==> src/rtl/sysctl_pkg.sv <==
package sysctl_pkg;
   localparam int unsigned REG_W      = 8;
   localparam int unsigned MODE_W     = 3;
   localparam int unsigned BIT_GATE   = 0;
   localparam int unsigned BIT_SPK    = 1;
   localparam int unsigned BIT_REFR   = 4;
   localparam int unsigned BIT_OUT    = 5;

   // Gate-triggered modes: 1, 2, 3, 5 (6 and 7 alias 2 and 3).
   function automatic logic gate_retriggers(input logic [MODE_W-1:0] mode);
      return !(mode == 3'd0 || mode == 3'd4);
   endfunction
endpackage

==> src/rtl/sysctl_refresh_div.sv <==
module sysctl_refresh_div #(
   parameter int unsigned REFRESH_DIV = 16
) (
   input  logic clk,
   input  logic rst_n,
   output logic toggle_o
);
   localparam int unsigned CNT_W = (REFRESH_DIV > 1) ? $clog2(REFRESH_DIV) : 1;
   localparam logic [CNT_W-1:0] LAST = CNT_W'(REFRESH_DIV - 1);

   initial begin
      if (REFRESH_DIV < 2) $error("REFRESH_DIV must be at least 2");
   end

   logic [CNT_W-1:0] cnt_q;
   logic             tog_q;

   always_ff @(posedge clk) begin
      if (!rst_n) begin
         cnt_q <= '0;
         tog_q <= 1'b0;
      end else if (cnt_q == LAST) begin
         cnt_q <= '0;
         tog_q <= ~tog_q;
      end else begin
         cnt_q <= cnt_q + 1'b1;
      end
   end

   assign toggle_o = tog_q;

   // the toggle only moves when the divider wraps
   assert_refresh_period_R5: assert property (@(posedge clk) disable iff (!rst_n)
      (tog_q != $past(tog_q)) |-> ($past(cnt_q) == LAST));
endmodule

==> src/rtl/sysctl_gate_ctl.sv <==
module sysctl_gate_ctl
   import sysctl_pkg::*;
(
   input  logic              clk,
   input  logic              rst_n,
   input  logic              wr_en_i,
   input  logic              gate_d_i,
   input  logic              spk_d_i,
   input  logic [MODE_W-1:0] mode_i,
   output logic              gate_o,
   output logic              spk_o,
   output logic              restart_o
);
   logic gate_q, spk_q, restart_q;

   always_ff @(posedge clk) begin
      if (!rst_n) begin
         gate_q    <= 1'b0;
         spk_q     <= 1'b0;
         restart_q <= 1'b0;
      end else begin
         restart_q <= wr_en_i && gate_d_i && !gate_q && gate_retriggers(mode_i);
         if (wr_en_i) begin
            gate_q <= gate_d_i;
            spk_q  <= spk_d_i;
         end
      end
   end

   assign gate_o    = gate_q;
   assign spk_o     = spk_q;
   assign restart_o = restart_q;

   assert_hold_without_write_R1: assert property (@(posedge clk) disable iff (!rst_n)
      !$past(wr_en_i) |-> ($stable(gate_q) && $stable(spk_q)));
   assert_restart_on_rise_R6: assert property (@(posedge clk) disable iff (!rst_n)
      restart_q |-> (gate_q && !$past(gate_q)));
   assert_restart_single_R6: assert property (@(posedge clk) disable iff (!rst_n)
      restart_q |=> !restart_q);
   assert_no_restart_mode04_R7: assert property (@(posedge clk) disable iff (!rst_n)
      restart_q |-> ($past(mode_i) != 3'd0 && $past(mode_i) != 3'd4));
endmodule

==> src/rtl/sysctl_rd_mux.sv <==
module sysctl_rd_mux
   import sysctl_pkg::*;
(
   input  logic             gate_i,
   input  logic             spk_i,
   input  logic             refr_i,
   input  logic             out_i,
   output logic [REG_W-1:0] rd_o
);
   for (genvar b = 0; b < REG_W; b++) begin : g_bit
      if (b == BIT_GATE) begin : g_gate
         assign rd_o[b] = gate_i;
      end else if (b == BIT_SPK) begin : g_spk
         assign rd_o[b] = spk_i;
      end else if (b == BIT_REFR) begin : g_refr
         assign rd_o[b] = refr_i;
      end else if (b == BIT_OUT) begin : g_out
         assign rd_o[b] = out_i;
      end else begin : g_zero
         assign rd_o[b] = 1'b0;
      end
   end
endmodule

==> src/rtl/sysctl_port.sv <==
module sysctl_port
   import sysctl_pkg::*;
#(
   parameter int unsigned REFRESH_DIV = 16
) (
   input  logic             clk,
   input  logic             rst_n,
   input  logic             wr_en_i,
   input  logic [REG_W-1:0] wr_data_i,
   output logic [REG_W-1:0] rd_data_o,
   input  logic [MODE_W-1:0] ch2_mode_i,
   input  logic             ch2_out_i,
   output logic             ch2_gate_o,
   output logic             spk_en_o,
   output logic             ch2_restart_o
);
   logic refr;

   sysctl_refresh_div #(.REFRESH_DIV(REFRESH_DIV)) i_div (
      .clk(clk), .rst_n(rst_n), .toggle_o(refr)
   );

   sysctl_gate_ctl i_gate (
      .clk(clk), .rst_n(rst_n), .wr_en_i(wr_en_i),
      .gate_d_i(wr_data_i[BIT_GATE]), .spk_d_i(wr_data_i[BIT_SPK]),
      .mode_i(ch2_mode_i), .gate_o(ch2_gate_o), .spk_o(spk_en_o),
      .restart_o(ch2_restart_o)
   );

   sysctl_rd_mux i_mux (
      .gate_i(ch2_gate_o), .spk_i(spk_en_o), .refr_i(refr),
      .out_i(ch2_out_i), .rd_o(rd_data_o)
   );

   assert_reserved_zero_R4: assert property (@(posedge clk) disable iff (!rst_n)
      (rd_data_o & 8'hCC) == 8'h00);
   assert_out_follows_R3: assert property (@(posedge clk) disable iff (!rst_n)
      rd_data_o[BIT_OUT] == ch2_out_i);
endmodule

==> config.mk <==
export PLATFORM = sky130hd
export DESIGN_NAME = sysctl_port
export DESIGN_NICKNAME = d
export VERILOG_FILES = /design/src/rtl/sysctl_pkg.sv /design/src/rtl/sysctl_refresh_div.sv /design/src/rtl/sysctl_gate_ctl.sv /design/src/rtl/sysctl_rd_mux.sv /design/src/rtl/sysctl_port.sv
export SDC_FILE = /design/constraint.sdc
export NUM_CORES = 1
export LEC_CHECK = 0
export ABC_AREA = 1
export BUFFER_PORTS_ARGS = -buffer_cell sky130_fd_sc_hd__buf_2
export CAP_MARGIN = 0
export CORE_MARGIN = 2
export CORE_UTILIZATION = 25
export DETAILED_ROUTE_END_ITERATION = 16
export SYNTH_ARGS = -nofsm -noshare
export SYNTH_HDL_FRONTEND = slang
export SYNTH_SLANG_ARGS = --single-unit
==> constraint.sdc <==
create_clock -name clk -period 0.95 [get_ports clk]
set_clock_uncertainty 0.05 [all_clocks]
set_input_delay 0.095 -clock clk [delete_from_list [all_inputs] [get_ports clk]]
set_output_delay 0.095 -clock clk [all_outputs]
set_load 0.05 [all_outputs]
==> results of run 1 <==
==> metal layers <==
metal,global-route usage [%],part of all wire (%),up-vias,wire length (um)
met5,0,0,-,0
met2,12.9,46,13,296
met4,7.50,3.3,0,21
li1,-,-,161,-
met1,7.97,43,130,275
met3,3.88,7.0,2,45
==> sequential cells by signal, summed over array words and instances (netlist names) <==
name	cells
i_gate.gate_o	1
i_gate.restart_o	1
i_gate.spk_o	1
i_div.toggle_o	1
i_div.cnt_q	4
==> logic make-up (layout without fill, tap and decap cells) <==
logic type               after synthesis  after routing  share of synthesized area, %
AND/OR/NAND/NOR                       20             20                          23.6
AO/OA/AOI/OAI                          3              3                          4.05
flip-flops                             8              8                          43.2
other                                  1              4                          1.01
buffers and inverters                 14             23                          22.3
XOR/XNOR                               1              1                          2.37
adder cells (fa/ha/maj)                1              1                          3.38
==> metrics by stage <==
step                setup TNS [ns]  total power, uW  setup WS, ns
floorplan                        0              513        0.0220
global placement           -0.0130              522       -0.0110
detailed placement         -0.0665              524       -0.0287
CTS                         -0.193              796       -0.0494
global route               -0.0762              847       -0.0239
finish                           0              801        0.0178
==> cell usage in the layout (no fill, tap or decap), drive strengths merged <==
| master | n |
|---|---|
| xnor2 | 1 |
| dfxtp | 8 |
| buf | 14 |
| a21oi | 1 |
| nor2 | 9 |
| nand4 | 2 |
| inv | 6 |
| nand3 | 2 |
| clkbuf | 3 |
| nand2 | 7 |
| ha | 1 |
| conb | 4 |
| o21ai | 2 |
==> path summary, 6_finish.rpt <==
check                                 endpoint  slack [ns]  cells past startpoint
worst max-delay path              rd_data_o[0]        0.02                      1
worst min-delay path              i_gate.spk_o        0.01                      3
worst max register to register  i_div.cnt_q[2]        0.06                      3
worst min register to register   i_gate.gate_o        0.44                      2
==> final cells by class <==
| class | instances | area (um^2) |
|---|---|---|
| well taps | 15 | 18.8 |
| multi-input cells | 29 | 164 |
| repair buffers | 14 | 101 |
| inverters | 6 | 22.5 |
| flip-flops and latches | 8 | 165 |
| fillers | 154 | 856 |
| clock buffers | 3 | 22.5 |
==> report_power, final <==
part | switching, uW | internal, uW
combinational | 111 | 55.8
clock | 114 | 144
sequential | 18.6 | 357
==> timing repair <==
action                                 CTS  global route
setup buffers                            0             0
pin swaps                                0             3
cloned                                   0             0
endpoints found under the hold margin    0             0
gates resized for setup                  5            15
setup endpoints to repair                9             9
==> flow_metrics.tcl, run 1 <==
set metrics [dict create \
    outcome "complete, no violations" \
    yosys.area.top_type "dfxtp_1" \
    syn2layout_area_growth_pct 33.4 \
    slowest_stage "dfxtp_2" \
    cap_violations 0 \
    cts_buffer_depth 2 \
    hold_path_class "primary input to flip-flop" \
    synth_cell_type_count 13 \
    placed_cells 72 \
    yosysSeqAreaShare_pct 43.2 \
    grt_pass1_wl_mm 1.06 \
    cts_tree "done" \
    dpl_cell_area_um2 418 \
    cp_top_family "flip-flops" \
    insertedDiodeCount 0 \
    async_flop_share_pct 0 \
    crit_arrival_ns 0.79 \
    path_clk_slew_ns 0.05 \
    drive_gt1_share_pct 41.7 \
    viasPerCell 4.08 \
    period_share_pct 98.1 \
    gp_congestion 0.673 \
    routedWlPerCell_um 8.52 \
    max_stage_delay_ns 0.34 \
    ys_ff_latch 8 \
    min_from "wr_data_i[1]" \
    fp-row-count 13 \
    io_pins 26 \
    crit_chain "buf_4" \
    ant_nets 0 \
    synth-edff-count 0 \
    post-route-cell-area_um2 494 \
    netlist.area_leader.share_pct 43.2 \
    first_pass_iters 3 \
    synth_flop_cell "dfxtp_1" \
    hpwl_um 469 \
    yosys_warnings 0 \
    yosysMostFrequentCell "nor2_1" \
    cp-start-kind "flip-flop" \
    critPathMaxFanout 4 \
    die-height_um 42.5 \
    ir_worst_vdd_mv 0.752 \
    overflow 0 \
    synth_area_per_cell_um2 7.72 \
    setup_viol 0 \
    timing.fmax_ghz 1.07 \
    die_area_mm2 0.00181 \
    route.detailed.drc 0 \
    dieWidth_um 42.5 \
    finalHoldViolCount 0 \
    drtIter0Drc 2 \
    port_buffers 12 \
    r2r-start "i_div.cnt_q[1]" \
    startpoint "i_gate.gate_o" \
    cts_hold_buf 0 \
    start_util_pct 27.4 \
    critPathKind "flip-flop to output port" \
    clock_latency_ns 0.25 \
    fin_util_pct 36.6 \
    numCtsBuffers 3 \
    synth_commonest_cells "9 x nor2_1, 8 x buf_4, 8 x dfxtp_1" \
    powerDensity_mw_per_mm2 1620 \
    whs_ns 0.0136 \
    clkSinkCount 8 \
    slew_viol_final 0 \
    cts-root-buf "clkbuf_4" \
    core_area_mm2 0.00135 \
    instances_no_fill 75 \
    cp_data_required_time_ns 0.81 \
    track_usage_pct 8.27 \
    vias 306 \
    syn_inst 48 \
    h-tree-depth 1 \
    worst-path-buf-inv 1 \
    grt_max_degree 6 \
    synthTopCellsByArea "dfxtp_1 43%, buf_4 16%, nor2_1 9.1%" \
    finalCriticalPeriod_ns 0.932 \
    rsz0062_at_grt "true" \
    leakage_uw 0.000236 \
    syn-cell-area_um2 370 \
    antenna_found_initial 0 \
    critPathCaptureType "output port" \
    grt_pass1_vias 288 \
    wl_um 639 \
    nets 78 \
]
(Power assumes the default switching activity.)
==> inputs of run 2 (changes only) <==
--- a/config.mk
+++ b/config.mk
@@ -8,9 +8,10 @@
 export ABC_AREA = 1
 export BUFFER_PORTS_ARGS = -buffer_cell sky130_fd_sc_hd__buf_2
 export CAP_MARGIN = 0
-export CORE_MARGIN = 2
-export CORE_UTILIZATION = 25
+export CORE_AREA = 2 2 39 41
+export CTS_BUF_LIST = sky130_fd_sc_hd__clkbuf_4
 export DETAILED_ROUTE_END_ITERATION = 16
+export DIE_AREA = 0 0 41 43
 export SYNTH_ARGS = -nofsm -noshare
 export SYNTH_HDL_FRONTEND = slang
 export SYNTH_SLANG_ARGS = --single-unit
==> run 2 against run 1 <==
Against the previous run: non-clock buffer count is the same; die area shrank 2.3%; setup slack gained 0.0012 ns; critical path depth is the same; clock-buffer cell count is the same; final area shrank 3.0%; clock power shrank 2%; combinational power shrank 3%; first-iteration DRC count grew 50%; sequential share of layout area grew 1.3 points; routed wire length shrank 8.0%; sequential power is essentially flat.
==> flow_metrics.tcl, run 2 (synthesis gave the netlist of run 1 again) <==
set metrics [dict create \
    drtIter0Drc 3 \
    insertedDiodeCount 0 \
    max_stage_delay_ns 0.34 \
    hold_path_class "primary input to flip-flop" \
    clkSinkCount 8 \
    r2r_setup_slack_ns 0.06 \
    syn2layout_area_growth_pct 29.4 \
    period_share_pct 98.0 \
    vias 299 \
    die-height_um 43 \
    grt_pass1_wl_um 945 \
    fin_util_pct 34.6 \
    layout_setup_ws_ns 0.0190 \
    crit_arrival_ns 0.79 \
    rsz0062_at_grt "true" \
    final_common_cell "nor2_1" \
    nets 78 \
    post_cts_buffers 0 \
    dieWidth_um 41 \
    critPathKind "flip-flop to output port" \
    die_area_mm2 0.00176 \
    start_util_pct 26.8 \
    antenna_found_initial 0 \
    numCtsBuffers 3 \
    outcome "complete, no violations" \
    overflow 0 \
    finalCriticalPeriod_ns 0.931 \
    cts_buffer_depth 2 \
    slowest_stage "dfxtp_2" \
    critPathMaxFanout 4 \
    path_clk_slew_ns 0.05 \
    whs_path_depth 3 \
    place_ws_ns -0.0268 \
    r2r-start "i_div.cnt_q[1]" \
    first_pass_iters 4 \
    critPathCaptureType "output port" \
    largest_reg_flops 4 \
    final_cell_mix "9 x nor2_1, 7 x buf_4, 6 x inv_1, 6 x nand2_1, 6 x buf_2" \
    ir_worst_vdd_mv 0.635 \
    rr_endpoint "i_div.cnt_q[2]" \
    route.detailed.drc 0 \
    setup-tns-final_ns 0 \
    drive_gt1_share_pct 41.7 \
    port_buffers 12 \
    slew_viol_final 0 \
    hpwl_um 456 \
    min_to "i_gate.spk_o" \
    worst-path-buf-inv 1 \
    setup_viol 0 \
    leakage_uw 0.000235 \
    top_register "i_div.cnt_q" \
    clock_latency_ns 0.25 \
    cap_violations 0 \
    gp_congestion 0.620 \
    finalHoldViolCount 0 \
    track_usage_pct 8.72 \
    fp-row-count 14 \
    core_area_mm2 0.00138 \
    min_from "wr_data_i[1]" \
    cp-start-kind "flip-flop" \
    grt_pass1_vias 243 \
    ant_nets 0 \
    crit_chain "buf_4" \
    cts_tree "done" \
    cp_top_family "flip-flops" \
    h-tree-depth 1 \
    cts-root-buf "clkbuf_4" \
    routedWlPerCell_um 7.74 \
    powerDensity_mw_per_mm2 1650 \
    io_pins 26 \
    whs_ns 0.0206 \
    wl_um 588 \
    cp_data_required_time_ns 0.81 \
    grt_max_degree 6 \
    worstRegToRegCells 3 \
    viasPerCell 3.93 \
    timing.fmax_ghz 1.07 \
]
run 2: metal layers:
| layer | vias up | part of all wire, % | track usage, % |
|---|---|---|---|
| li1 | 161 | - | - |
| met1 | 124 | 44 | 9.90 |
| met2 | 10 | 46 | 10.0 |
| met3 | 4 | 5.6 | 4.71 |
| met4 | 0 | 4.4 | 10.0 |
| met5 | - | 0 | 0 |
run 2: per-stage QoR:
stage	area (um^2)	cells	power [uW]
floorplan	384	51	513
global placement	419	73	523
detailed placement	419	73	524
CTS	460	76	791
global route	479	76	840
finish	479	76	789
run 2: area by class of cell:
class                      instances  area [um^2]
clock buffer                       3         22.5
fill                             151          905
inverter                           6         22.5
multi-input combinational         29          154
sequential                         8          166
tap                               16         20.0
timing repair buffer              14         93.8
run 2: power by group:
part | internal, uW | total, uW | switching [uW]
logic | 51.8 | 162 | 110
registers | 357 | 373 | 16.6
clock network | 144 | 254 | 109
total | 553 | 789 | 236
run 2: what timing repair did:
| action | in CTS | in global routing |
|---|---|---|
| hold buffers | 0 | 0 |
| resized for setup | 7 | 8 |
| setup endpoints to repair | 9 | 8 |
| pin swaps | 0 | 1 |
run 2: worst max-delay path by stage:
stage / start / end / cells after the start
detailed placement: i_div.cnt_q[0] / i_div.cnt_q[3] / 4
floorplan: i_div.cnt_q[0] / i_div.cnt_q[3] / 4
CTS: i_gate.gate_o / ch2_gate_o / 1
global placement: i_div.cnt_q[0] / i_div.cnt_q[3] / 4
finish: i_gate.gate_o / ch2_gate_o / 1
global route: i_gate.gate_o / ch2_gate_o / 1
